## src/rtl/irq_accept_pkg.sv

```systemverilog
package irq_accept_pkg;
  localparam int VEC_W     = 8;
  localparam int NUM_SLOTS = 4;

  typedef enum logic [2:0] {
    MODE_FIXED  = 3'b000,
    MODE_LOWPRI = 3'b001,
    MODE_SMI    = 3'b010,
    MODE_RSV3   = 3'b011,
    MODE_NMI    = 3'b100,
    MODE_INIT   = 3'b101,
    MODE_RSV6   = 3'b110,
    MODE_EXT    = 3'b111
  } dmode_e;

  // slot index -> mode; slots 0..2 count toward the unmaskable flag
  function automatic dmode_e slot_mode(input int idx);
    case (idx)
      0:       return MODE_SMI;
      1:       return MODE_NMI;
      2:       return MODE_INIT;
      default: return MODE_EXT;
    endcase
  endfunction
endpackage

```

## src/rtl/irq_vec_bank.sv

```systemverilog
module irq_vec_bank #(
  parameter int VEC_W = 8,
  localparam int NUM_VEC = 1 << VEC_W
) (
  input  logic               clk_i,
  input  logic               rst_ni,
  input  logic               take_i,
  input  logic [VEC_W-1:0]   vec_i,
  input  logic               level_i,
  output logic [NUM_VEC-1:0] req_o,
  output logic [NUM_VEC-1:0] trig_o,
  output logic [VEC_W-1:0]   top_o
);
  logic [NUM_VEC-1:0] req_q, trig_q;
  logic [VEC_W-1:0]   top_q;

  always_ff @(posedge clk_i or negedge rst_ni) begin
    if (!rst_ni) begin
      req_q  <= '0;
      trig_q <= '0;
    end else if (take_i && !req_q[vec_i]) begin
      req_q[vec_i]  <= 1'b1;
      trig_q[vec_i] <= level_i;
    end
  end

  always_ff @(posedge clk_i or negedge rst_ni) begin
    if (!rst_ni)                       top_q <= '0;
    else if (take_i && vec_i > top_q)  top_q <= vec_i;
  end

  assign req_o  = req_q;
  assign trig_o = trig_q;
  assign top_o  = top_q;


  bit_set_chk: assert property (@(posedge clk_i) disable iff (!rst_ni)
    take_i |=> req_q[$past(vec_i)]);


  top_max_chk: assert property (@(posedge clk_i) disable iff (!rst_ni)
    take_i |=> top_q >= $past(vec_i) && top_q >= $past(top_q));


  trig_write_chk: assert property (@(posedge clk_i) disable iff (!rst_ni)
    take_i && !req_q[vec_i] |=> trig_q[$past(vec_i)] == $past(level_i));


  repeat_hold_chk: assert property (@(posedge clk_i) disable iff (!rst_ni)
    take_i && req_q[vec_i] |=> $stable(req_q) && $stable(trig_q));
endmodule

```

## src/rtl/irq_slot.sv

```systemverilog
module irq_slot #(
  parameter int VEC_W = 8
) (
  input  logic             clk_i,
  input  logic             rst_ni,
  input  logic             take_i,
  input  logic             clr_i,
  input  logic [VEC_W-1:0] vec_i,
  output logic             pend_o,
  output logic             pend_nx_o,
  output logic [VEC_W-1:0] vec_o
);
  logic             pend_q, pend_d;
  logic [VEC_W-1:0] vec_q;

  // a pending slot only leaves through its clear; an empty one fills on take
  assign pend_d = pend_q ? !clr_i : take_i;

  always_ff @(posedge clk_i or negedge rst_ni) begin
    if (!rst_ni) begin
      pend_q <= 1'b0;
      vec_q  <= '0;
    end else begin
      pend_q <= pend_d;
      if (take_i && !pend_q) vec_q <= vec_i;
    end
  end

  assign pend_o    = pend_q;
  assign pend_nx_o = pend_d;
  assign vec_o     = vec_q;


  first_wins_chk: assert property (@(posedge clk_i) disable iff (!rst_ni)
    pend_q && !clr_i |=> pend_q && $stable(vec_q));


  clr_drop_chk: assert property (@(posedge clk_i) disable iff (!rst_ni)
    pend_q && clr_i |=> !pend_q);


  capture_chk: assert property (@(posedge clk_i) disable iff (!rst_ni)
    take_i && !pend_q |=> pend_q && vec_q == $past(vec_i));
endmodule

```

## src/rtl/irq_accept.sv

```systemverilog
module irq_accept
  import irq_accept_pkg::*;
(
  input  logic         clk_i,
  input  logic         rst_ni,
  input  logic         req_valid_i,
  input  logic [7:0]   req_vector_i,
  input  logic [2:0]   req_mode_i,
  input  logic         req_level_i,
  input  logic         smi_clr_i,
  input  logic         nmi_clr_i,
  input  logic         init_clr_i,
  input  logic         ext_clr_i,
  output logic [255:0] req_bits_o,
  output logic [255:0] trig_bits_o,
  output logic [7:0]   top_vec_o,
  output logic         smi_pend_o,
  output logic [7:0]   smi_vec_o,
  output logic         nmi_pend_o,
  output logic [7:0]   nmi_vec_o,
  output logic         init_pend_o,
  output logic [7:0]   init_vec_o,
  output logic         ext_pend_o,
  output logic [7:0]   ext_vec_o,
  output logic         unmask_pend_o
);
  localparam int NUM_UNMASK = NUM_SLOTS - 1;

  logic                 bank_take;
  logic [NUM_SLOTS-1:0] slot_clr, slot_pend, slot_nx;
  logic [VEC_W-1:0]     slot_vec [NUM_SLOTS];
  logic                 unmask_q;

  assign bank_take = req_valid_i &&
                     (req_mode_i == MODE_FIXED || req_mode_i == MODE_LOWPRI);
  assign slot_clr  = {ext_clr_i, init_clr_i, nmi_clr_i, smi_clr_i};

  irq_vec_bank #(.VEC_W(VEC_W)) u_bank (
    .clk_i   (clk_i),
    .rst_ni  (rst_ni),
    .take_i  (bank_take),
    .vec_i   (req_vector_i),
    .level_i (req_level_i),
    .req_o   (req_bits_o),
    .trig_o  (trig_bits_o),
    .top_o   (top_vec_o)
  );

  for (genvar s = 0; s < NUM_SLOTS; s++) begin : g_slot
    logic take;
    assign take = req_valid_i && (req_mode_i == slot_mode(s));
    irq_slot #(.VEC_W(VEC_W)) u_slot (
      .clk_i     (clk_i),
      .rst_ni    (rst_ni),
      .take_i    (take),
      .clr_i     (slot_clr[s]),
      .vec_i     (req_vector_i),
      .pend_o    (slot_pend[s]),
      .pend_nx_o (slot_nx[s]),
      .vec_o     (slot_vec[s])
    );
  end

  always_ff @(posedge clk_i or negedge rst_ni) begin
    if (!rst_ni) unmask_q <= 1'b0;
    else         unmask_q <= |slot_nx[NUM_UNMASK-1:0];
  end

  assign smi_pend_o    = slot_pend[0];
  assign smi_vec_o     = slot_vec[0];
  assign nmi_pend_o    = slot_pend[1];
  assign nmi_vec_o     = slot_vec[1];
  assign init_pend_o   = slot_pend[2];
  assign init_vec_o    = slot_vec[2];
  assign ext_pend_o    = slot_pend[3];
  assign ext_vec_o     = slot_vec[3];
  assign unmask_pend_o = unmask_q;


  reserved_drop_chk: assert property (@(posedge clk_i) disable iff (!rst_ni)
    req_valid_i && (req_mode_i == MODE_RSV3 || req_mode_i == MODE_RSV6) && !(|slot_clr)
    |=> $stable(req_bits_o) && $stable(trig_bits_o) && $stable(top_vec_o) && $stable(slot_pend));


  unmask_rise_chk: assert property (@(posedge clk_i) disable iff (!rst_ni)
    $rose(unmask_q) |-> smi_pend_o || nmi_pend_o || init_pend_o);


  ext_only_chk: assert property (@(posedge clk_i) disable iff (!rst_ni)
    ext_pend_o && !smi_pend_o && !nmi_pend_o && !init_pend_o |-> !unmask_q);


  idle_hold_chk: assert property (@(posedge clk_i) disable iff (!rst_ni)
    !req_valid_i |=> $stable(req_bits_o) && $stable(top_vec_o));
endmodule

```

## config.mk

```make
export PLATFORM = sky130hd
export DESIGN_NAME = irq_accept
export DESIGN_NICKNAME = d
export VERILOG_FILES = /design/src/rtl/irq_accept_pkg.sv /design/src/rtl/irq_vec_bank.sv /design/src/rtl/irq_slot.sv /design/src/rtl/irq_accept.sv
export SDC_FILE = /design/constraint.sdc
export NUM_CORES = 1
export LEC_CHECK = 0
export BUFFER_PORTS_ARGS = -buffer_cell sky130_fd_sc_hd__buf_4
export CORE_MARGIN = 1
export CORE_UTILIZATION = 45
export CTS_CLUSTER_DIAMETER = 150
export CTS_CLUSTER_SIZE = 12
export DETAILED_ROUTE_END_ITERATION = 12
export PLACE_DENSITY = 0.69
export SYNTH_ARGS = -nofsm -noshare
export SYNTH_HDL_FRONTEND = slang
export SYNTH_SLANG_ARGS = --single-unit
```

## constraint.sdc

```tcl
create_clock -name clk_i -period 2.8 [get_ports clk_i]
set_clock_uncertainty 0.1 [all_clocks]
set_input_delay 0.28 -clock clk_i [delete_from_list [all_inputs] [get_ports clk_i]]
set_output_delay 0.28 -clock clk_i [all_outputs]
set_load 0.005 [all_outputs]
```

Yosys cells after proc, flatten, opt, wreduce, memory -nomap -nowiden

Cells that the tools add are included.

Bitwise operators: 1
$lt $le $gt $ge: 3
Eq/ne operators: 5
Reduce and logical (&&, ||, !) cells: 24
Multiplexer cells: 9

Operator list:

| cell               | number |
|---|---|
| $bwmux 256         | 1 |
| $or 256x256->256   | 1 |
| $logic_and 1x1->1  | 12 |
| $eq 3x3->1 const B | 3 |
| $logic_not 1->1    | 9 |
| $lt 8x9->1 const B | 1 |
| $bmux 1 s8         | 1 |
| $demux 1 s8        | 1 |
| $ge 8x1->1 const B | 1 |
| $gt 8x8->1         | 1 |
| $mux 1             | 6 |
| $eq 3x1->1 const B | 1 |
| $eq 3x2->1 const B | 1 |
| $logic_not 3->1    | 1 |
| $reduce_or 3->1    | 1 |
| $logic_or 1x1->1   | 1 |

Flip-flop bits (word level): 557
Input port bits: 19

Depth between registers and ports, before layout

Depth in word-level cells: 5
Gate-level depth with buffers: 11

Hierarchy

A second synthesis with hierarchy kept.

Cell total of the unflattened synthesis: 1,779
Area total of the unflattened synthesis: 23,560.1 um^2

Modules (own cells, without submodules):

| module       | sequential area each (um^2) | cells each | area each (um^2) | instances |
|---|---|---|---|---|
| irq_vec_bank | 13,012.5                    | 1,688      | 21,981.1         | 1 |
| irq_slot     | 225.2                       | 21         | 374.1            | 4 |
| irq_accept   | 25.0                        | 7          | 82.6             | 1 |

Least setup slack after synthesis

OpenSTA, ideal clock, no wires.

Kind: input port to flip-flop
Start: input port req_vector_i[1]
End: register u_bank.trig_q[254] (netlist: u_bank.trig_o[254])
Cell stages on the path: 9
Arrival: 2.504 ns
Path slack: 0.072 ns
Setup time: 0.125 ns
Path through: buf_6 > buf_6 > buf_6 > buf_2 > mux4_2 > mux4_2 > buf_2 > nor3_1 > mux2_2

Cells in the longest elaborated chain, start to end: 5
Elaborated cells between the ends (all ways): 10

RTL lines:

| element                                                               | line               | RTL |
|---|---|---|
| start: declaration                                                    | irq_accept.sv:7    | `input logic [7:0] req_vector_i,` |
| $lt 8x9->1 (not written as such) / $ge 8x1->1 (equally long branches) | irq_vec_bank.sv:23 | `trig_q[vec_i] <= level_i;` |
| $logic_and 1x1->1 (not written as such)                               | irq_vec_bank.sv:23 |  |
| $mux 1 (not written as such)                                          | irq_vec_bank.sv:23 |  |
| $demux 1 s8                                                           | n/a                |  |
| $bwmux 256                                                            | irq_vec_bank.sv:23 |  |
| end signal: indexed assignment                                        | irq_vec_bank.sv:23 |  |
| end: declaration                                                      | irq_vec_bank.sv:14 | `logic [NUM_VEC-1:0] req_q, trig_q;` |

Parallel ways exist; a longest one is shown, timed or not. The select of a mux whose other input is x is not followed.
A chain may end at the register's enable or synchronous reset.

Final worst setup path

Start: register u_bank.req_q[253] (netlist: u_bank.req_o[253])
End: register u_bank.trig_q[242] (netlist: u_bank.trig_o[242])

Cells in the longest elaborated chain, start to end: 4

RTL lines:

| element                          | line               | RTL |
|---|---|---|
| start: declaration               | irq_vec_bank.sv:14 |  |
| start signal: assignment         | irq_vec_bank.sv:19 | `req_q <= '0;` |
| start signal: indexed assignment | irq_vec_bank.sv:22 | `req_q[vec_i] <= 1'b1;` |
| $bmux 1 s8                       | irq_vec_bank.sv:21 | `end else if (take_i && !req_q[vec_i]) begin` |
| $mux 1 (not written as such)     | irq_vec_bank.sv:21 |  |
| $logic_not 1->1                  | irq_vec_bank.sv:21 |  |
| $logic_and 1x1->1                | irq_vec_bank.sv:21 |  |

No other way between the ends. The select of a mux whose other input is x is not followed.

==> summary.txt <==
Placed design
  • PortBufs: 575
  • Gpl congestion: 0.886
  • Placed inst area: 30200 sq um
  • DP HPWL: 62.7 mm

Logic synthesis
  • Synth top area share: 58.4%
  • Mapped Nets: 1805
  • Top cells by area, synth: dfrtp_1 58%, mux2_2 13%, nand2b_1 3.9%, mux4_2 3.9%, or2_2 3.0%
  • Post-Syn Area per Cell: 13.4 sq um
  • Area leader, netlist: dfrtp_1
  • Cells after synthesis: 1778
  • Synthesis Warnings: 0
  • Synthesized cell area: 23900 sq um
  • Count of cell types in the netlist: 56
  • Async S/R FF share, synth: 100%
  • Main flop type after synthesis: dfrtp_1
  • EDFF count, synth: 0
  • Flops & latches, synth: 557
  • Post-synthesis sequential area ratio: 58.4%

Final layout
  • Most frequent cells in the layout: 722 x buf_4, 557 x dfrtp_1, 279 x mux2_2
  • # nets final: 2502
  • N_diodes: 0
  • Final instance area: 31600 sq um
  • Share of cells above drive strength 1: 51.9%
  • Commonest non-fill, non-tap cell in the layout: buf_4
  • Layout area overhead: 32.6%

Power and ir drop
  • Lkg Pwr: 16.9 nW
  • Pwr Density: 529 nW/um^2
  • Worst VDD drop: 416 uV

Floorplan
  • Row count: 84
  • Die width: 232 um
  • Die ar.: 54000 sq um
  • Die H: 232 um
  • Core box area: 52400 sq um
  • I/O pins: 576
  • Initial Util: 45.5%

GRT
  • Vias in the first global route: 18200
  • First-pass GRT wire length: 122 mm
  • Initial antenna violation count: 0
  • Remaining Overflow, GRT: 0
  • GRT Overall Usage: 31.1%
  • Largest net degree at the start of global routing: 85

STA
  • Final hold vios: 0
  • Slew @ Worst Pin: 0.764 ns
  • Slew Limit Fails: 0
  • Fmax: 375 MHz
  • # setup viols final: 0
  • Unrepaired setup endpoints after global routing: false
  • Slew margin rel.: 48.7%
  • Worst hold slack: 0.0423 ns
  • Final min period: 2.67 ns
  • Final period utilization: 95.4%

Setup path
  • Worst Path Max Fanout: 16
  • Critical path class: register to register
  • Worst Path Required: 3.20 ns
  • CP startpoint kind: register
  • WP data arrival: 3.07 ns
  • Critical path capture point type: register

Routing
  • Antenna Violating Nets Remaining: 0
  • WL/cell: 26.7 um
  • DRT Pass-1 Iters: 5
  • Final wirelength: 84.4 mm
  • DRT iter0 DRCs: 1312
  • Remaining DRCs: 0
  • Routed vias: 18000
  • Vias per cell: 5.68

CTS
  • Clock slew at reported path FFs: 0.07 ns
  • H-tree Lvls: 2
  • Clk Latency, worst-skew pair: 0.61 ns
  • Clk sink count: 557
  • CTS tree: yes
  • CTS buffer count: 52
  • Resized cells post-CTS: 0
  • Clk buf depth: 3
  • Clock Tree Root: clkbuf_16

Status
  • Outcome: finished clean

Job
  • Max_cap viols: 0

Min path
  • Min-delay worst type: input pin to register
==> stage by stage <==
| step | util (%) | TNS [ns] | worst slack [ns] | power [W] | instances |
|---|---|---|---|---|---|
| 2_1_floorplan | - | 0 | 0.0716 | 0.00946 | 1778 |
| 3_3_place_gp | 57.6 | -6.92 | -0.281 | 0.0106 | 3101 |
| 3_5_place_dp | 57.6 | -10.64 | -0.329 | 0.0106 | 3101 |
| 4_1_cts | 60.3 | 0 | 0.141 | 0.0169 | 3163 |
| 5_1_grt | 60.3 | 0 | 0.104 | 0.0173 | 3163 |
| 6_report | 60.3 | 0 | 0.130 | 0.0167 | 3163 |
==> critical path: stages, from the launching register on <==
cell and delay, ns:
dfrtp_1 0.40, mux4_1 0.55, mux4_2 0.68, nor3_1 0.46
mux2_2 0.39
==> layout make-up <==
cell class	count	area, sq um
fillers	4151	20800
flip-flops and latches	557	13900
multi-input cells	1090	9370
repair buffers	760	6090
clock buffers	53	1330
well taps	688	861
inverters	14	52.6
clock inverters	1	8.76
==> power by group <==
part,total (W),switching (W),internal [W]
clock,0.00625,0.00294,0.00331
sequential,0.00860,0.000245,0.00836
combinational,0.00188,0.000962,0.000916
==> cells by family (layout without fill, tap and decap cells) <==
family | Yosys count | in the layout | share of synthesized area (%)
adder cells (fa/ha/maj) | 8 | 8 | 0.419
flip-flops | 557 | 557 | 58.4
AND/OR/NAND/NOR | 620 | 620 | 14.5
buffers and inverters | 131 | 828 | 2.70
multiplexers | 383 | 383 | 21.4
AO/OA/AOI/OAI | 79 | 79 | 2.60
==> per-layer routing <==
layer	track usage [%]	vias up	wire, um	share of wire (%)
li1	-	7692	-	-
met3	10.1	153	8110	9.6
met5	0	-	0	0
met4	9.23	0	2410	2.9
met2	50.7	778	41000	49
met1	39.2	9355	32800	39
==> state kept, by name, summed over array words and instances (netlist names) <==
register	count
unmask_pend_o	1
g_slot.u_slot.pend_o	4
u_bank.top_o	8
u_bank.req_o	256
g_slot.u_slot.vec_o	32
u_bank.trig_o	256
==> synthesized netlist by cell type, types with 2 or more instances <==
library cell    n
a21o_1          5
a21oi_1         5
a22oi_1         5
a31oi_1         2
and2_1          4
and3_1          3
and4_1          3
buf_1           6
buf_12          2
buf_2          19
buf_4           4
buf_6          11
clkbuf_1       75
dfrtp_1       557
ha_1            8
inv_1          13
mux2_1         11
mux2_2        279
mux2_4          6
mux2i_1        24
mux4_1         22
mux4_2         41
nand2_1        60
nand2b_1      148
nand3_1        74
nand3_2         9
nand4_1        19
nor2_1         66
nor2_4          2
nor2b_1         8
nor3_1         89
nor3_4          2
nor3b_1         2
nor4_1          4
o2111ai_1      31
o211ai_1       16
o21a_1          2
o21ai_0         6
or2_2         113
or2b_1          4
or3_1           3
==> what timing repair did <==
item,4_1_cts,5_1_grt
buffers inserted,0,0
endpoints found under the hold margin,69,0
hold buffers,8,0
==> worst paths after layout <==
kind | endpoint | slack [ns] | cells after the start | start
max | u_bank.trig_o[242] | 0.13 | 4 | u_bank.req_o[253]
min | g_slot[0].u_slot.vec_o[7] | 0.04 | 2 | req_vector_i[7]
max reg2reg | u_bank.trig_o[242] | 0.13 | 4 | u_bank.req_o[253]
min reg2reg | u_bank.req_o[69] | 0.38 | 1 | u_bank.req_o[69]
max in group asynchronous | u_bank.trig_o[103] | 1.57 | 3 | rst_ni
min in group asynchronous | u_bank.req_o[176] | 0.17 | 2 | rst_ni
No activity file was read; power rests on OpenSTA's default activity.
